===== src/rtl/sweep_unit.sv =====
module sweep_unit #(
  parameter int FW = 11,
  parameter int PW = 3,
  parameter int SW = 3
) (
  input  logic          clk,
  input  logic          rst_n,
  input  logic [PW-1:0] cfg_period,
  input  logic          cfg_down,
  input  logic [SW-1:0] cfg_shift,
  input  logic [FW-1:0] chan_freq,
  input  logic          trig,
  input  logic          tick,
  output logic          wr_en,
  output logic [FW-1:0] wr_freq,
  output logic          kill
);
  localparam int CW = PW + 1;
  localparam logic [CW-1:0] FULL = CW'(1) << PW;

  function automatic logic [FW:0] step(input logic [FW-1:0] f, input logic [SW-1:0] s, input logic dn);
    logic [FW:0] d;
    d = {1'b0, f >> s};
    return dn ? ({1'b0, f} - d) : ({1'b0, f} + d);
  endfunction

  logic [FW-1:0] shadow;
  logic [CW-1:0] cnt;
  logic          en, neg_used;

  wire [CW-1:0] reload   = (cfg_period == '0) ? FULL : {1'b0, cfg_period};
  wire          fire     = tick && (cnt == CW'(1));
  wire          act      = fire && en && (cfg_period != '0);
  wire [FW:0]   n1       = step(trig ? chan_freq : shadow, cfg_shift, cfg_down);
  wire [FW:0]   n2       = step(n1[FW-1:0], cfg_shift, cfg_down);
  wire          shift_nz = (cfg_shift != '0);
  wire          neg_kill = neg_used && !cfg_down && !trig;

  always_ff @(posedge clk) begin
    if (!rst_n) begin
      shadow   <= '0;
      cnt      <= FULL;
      en       <= 1'b0;
      neg_used <= 1'b0;
      wr_en    <= 1'b0;
      wr_freq  <= '0;
      kill     <= 1'b0;
    end else begin
      wr_en <= 1'b0;
      kill  <= 1'b0;
      if (trig) begin
        shadow   <= chan_freq;
        cnt      <= reload;
        en       <= (cfg_period != '0) || shift_nz;
        neg_used <= shift_nz && cfg_down;
        kill     <= shift_nz && n1[FW];
      end else begin
        kill <= neg_kill;
        if (neg_kill) neg_used <= 1'b0;
        if (tick) cnt <= fire ? reload : cnt - CW'(1);
        if (act) begin
          if (cfg_down) neg_used <= 1'b1;
          if (n1[FW]) kill <= 1'b1;
          else if (shift_nz) begin
            shadow  <= n1[FW-1:0];
            wr_en   <= 1'b1;
            wr_freq <= n1[FW-1:0];
            if (n2[FW]) kill <= 1'b1;
          end
        end
      end
    end
  end
endmodule



===== config.mk =====
export PLATFORM = sky130hd
export DESIGN_NAME = sweep_unit
export DESIGN_NICKNAME = d
export VERILOG_FILES = /design/src/rtl/sweep_unit.sv
export SDC_FILE = /design/constraint.sdc
export NUM_CORES = 1
export LEC_CHECK = 0
export BUFFER_PORTS_ARGS = -buffer_cell sky130_fd_sc_hd__buf_2
export CAP_MARGIN = 25
export CORE_UTILIZATION = 67
export CTS_CLUSTER_DIAMETER = 30
export DETAILED_ROUTE_END_ITERATION = 7
export HOLD_SLACK_MARGIN = 0.15
export PLACE_DENSITY = 0.88
export SLEW_MARGIN = 20
export SYNTH_ARGS = -nofsm -noshare
export SYNTH_HDL_FRONTEND = slang
export SYNTH_SLANG_ARGS = --single-unit

===== constraint.sdc =====
create_clock -name clk -period 14.35 [get_ports clk]
set_input_delay 2.87 -clock clk [delete_from_list [all_inputs] [get_ports clk]]
set_output_delay 2.87 -clock clk [all_outputs]
set_load 0.03 [all_outputs]

==> run summary <==
Bufs on Longest Clock Path: 2
Peak Freq: 92.1 MHz
Drt initial violations: 523
Detailed Route WL: 12800 um
Total Neg Setup Slack: 0 ns
Synthesized area: 0.00416 sq mm
Cell mode on critical path: ha_1
Clock root buffer: clkbuf_8
RSZ-0062 raised after global routing: no
Pins Over Slew Limit: 0
Mapped Nets: 588
DRC Markers: 0
Core area: 0.00596 sq mm
Max incr delay on CP: 0.69 ns
Synth top area share: 14.4%
Ys async rst share: 0%
First-pass GRT wire length: 20500 um
Grt total ovfl: 0
Die Y: 80.8 um
Vias per inst: 7.02
Worst Path Required: 14.57 ns
Tcrit/Tclk final: 75.7%
Largest net degree at the start of global routing: 54
Worst min path class: flip-flop to flip-flop
Min-Delay Path Depth: 1
Pwr per Cell Area: 117 mW/mm^2
Post-route cell area: 0.00436 sq mm
Layout cells sized above 1: 16.7%
Setup CP Type: input pin to flip-flop
Endpoints failing hold: 0
WP buf/inv: 4
Final min period: 10.86 ns
CTS clk-pin slew, worst paths: 0.07 ns
CTS Hold Bufs: 0
Cells after Synth: 542
CTS resizes: 0
Largest area contributor in the netlist: dfxtp_1
Synth unique cells: 82
Most common library cells after synthesis: nand2_1 (49), nor2_1 (40), o21ai_0 (40)
Routability congestion estimate: 1.00
Die span in x: 80.8 um
Antenna cells: 0
Antenna violations before repair: 0
CTS tree: yes
Global-route usage over all layers: 41.2%
Htree depth: 2
Die ar.: 0.00653 sq mm
Final #Nets: 601
Static leakage: 1.85 nW
Number of synthesized register bits: 30
Critical Path Fanout Max: 29
Synth area leaders: dfxtp_1 (14%), ha_1 (6.9%), mux4_2 (5.4%), o21ai_0 (4.8%), a21oi_1 (4.6%)
Stages on the worst setup path: 33
Met3 Track Usage GR: 7.87%
Relative slew margins: 38.5%
Sequential share of the synthesized area: 14.4%
Inserted Clock Buffers: 5
Clk_lat worst skew: 0.28 ns
Startpoint Class: input pin
WL/cell: 20.2 um
Syn_area_per_cell: 7.68 sq um
Vias in the first global route: 4173
Delay-heaviest family, CP: compound AO/OA/AOI/OAI gates
FP Rows: 28
R2R depth: 32
Worst EP arrival: 11.07 ns
Flop-to-flop setup slack: 6.42 ns
Most Crowded Layer GR: met2
Detailed placement HPWL: 9060 um
# fillers: 460
EDFF count, synth: 0
Design Power: 0.510 mW
Status: complete, no violations
Worst Setup End Kind: flip-flop
Grt met1 use: 52.4%
Peak supply drop: 0.0887 mV
Clock Skew: 0.00711 ns
Placed Area: 0.00425 sq mm
Worst-Margin Slew: 0.916 ns
CTS Sinks: 30
Top_reg_cell synth: dfxtp_1
Area Growth Syn to Fin: 4.63%
Initial core utilization: 69.9%
Via Count: 4432
Final setup vio count: 0
Routed Antenna Nets: 0
Top-count cell post-synth: nand2_1
Drt pass-1 iters: 6
Ys Warns: 0
Met2 Track Usage GR: 65.7%
CP max stage cell: xor2_1
Setup Buffers After CTS: 0
Max-cap viol count: 0
Ports: 35
PortBufs: 34
-- flip-flops by register name, summed over array words and instances (netlist names) --
name,flops
shadow,11
wr_freq,11
cnt,4
en,1
kill,1
neg_used,1
wr_en,1
-- cell families (layout without fill, tap and decap cells) --
family / count (synthesis) / in the layout / share of synthesized area (%)
AOI/OAI and AO/OA: 174 / 174 / 29.0
xor gates and xnor gates: 23 / 23 / 4.84
adders and majority gates: 24 / 24 / 7.39
buffers and inverters: 65 / 79 / 7.90
DFF: 30 / 30 / 14.4
muxes: 40 / 40 / 13.0
and+or+nand+nor: 186 / 186 / 23.5
-- report_power, final --
part           internal (mW)  total, mW  leakage (nW)  switching (mW)
Clock                 0.0385     0.0711        0.0472          0.0326
Combinational          0.130      0.349          1.56           0.219
Sequential            0.0868     0.0897         0.246         0.00291
Total                  0.255      0.510          1.85           0.255
-- per-stage QoR --
stage	hold WS, ns	setup WS (ns)	std cells	util (%)
final	0.494	3.49	631	73.2
after global routing	0.510	3.02	631	73.2
after CTS	0.497	3.69	630	73.0
after detailed placement	0.482	3.44	622	71.4
after global placement	0.475	3.79	621	71.2
after floorplan	0.467	4.32	542	-
-- layout by cell type, fill, tap and decap left out, types with 5 or more instances in the layout --
cell type  instances
nand3_1            9
mux4_2            10
ha_1              23
xnor2_1            8
nor2_1            40
a211oi_1           8
inv_1             33
and2_1            16
nor4_1             5
o21ai_0           40
o211a_1            6
nor2b_1            9
or2_2              5
a221oi_1           5
a31oi_1           10
mux2i_1           19
xor2_1            15
a22oi_1            6
dfxtp_1           30
nor3_1            15
a21oi_1           38
mux2_2            11
buf_2             34
or3_1              5
clkbuf_8           6
o22ai_1            6
a21o_1             9
nand2_1           49
-- final timing paths --
| check | startpoint | to |
|---|---|---|
| hold / removal | wr_freq[8] | wr_freq[8] |
| setup / recovery | cfg_shift[0] | kill |
| setup reg to reg | shadow[4] | kill |
| hold reg to reg | wr_freq[8] | wr_freq[8] |
-- cell type report --
| class | instances | area, sq um | area share, % |
|---|---|---|---|
| multi-input combinational | 447 | 3240 | 74.4 |
| inverter | 33 | 124 | 2.84 |
| clock inverter | 2 | 12.5 | 0.287 |
| clock buffer | 6 | 82.6 | 1.90 |
| sequential | 30 | 601 | 13.8 |
| tap | 75 | 93.8 | 2.15 |
| timing repair buffer | 38 | 204 | 4.68 |
-- metal layers --
layer | part of all wire (%) | vias up
met3 | 11 | 74
met1 | 39 | 2010
li1 | - | 2052
met4 | 5.4 | 0
met2 | 45 | 296
met5 | 0 | -
(Power assumes the default switching activity.)
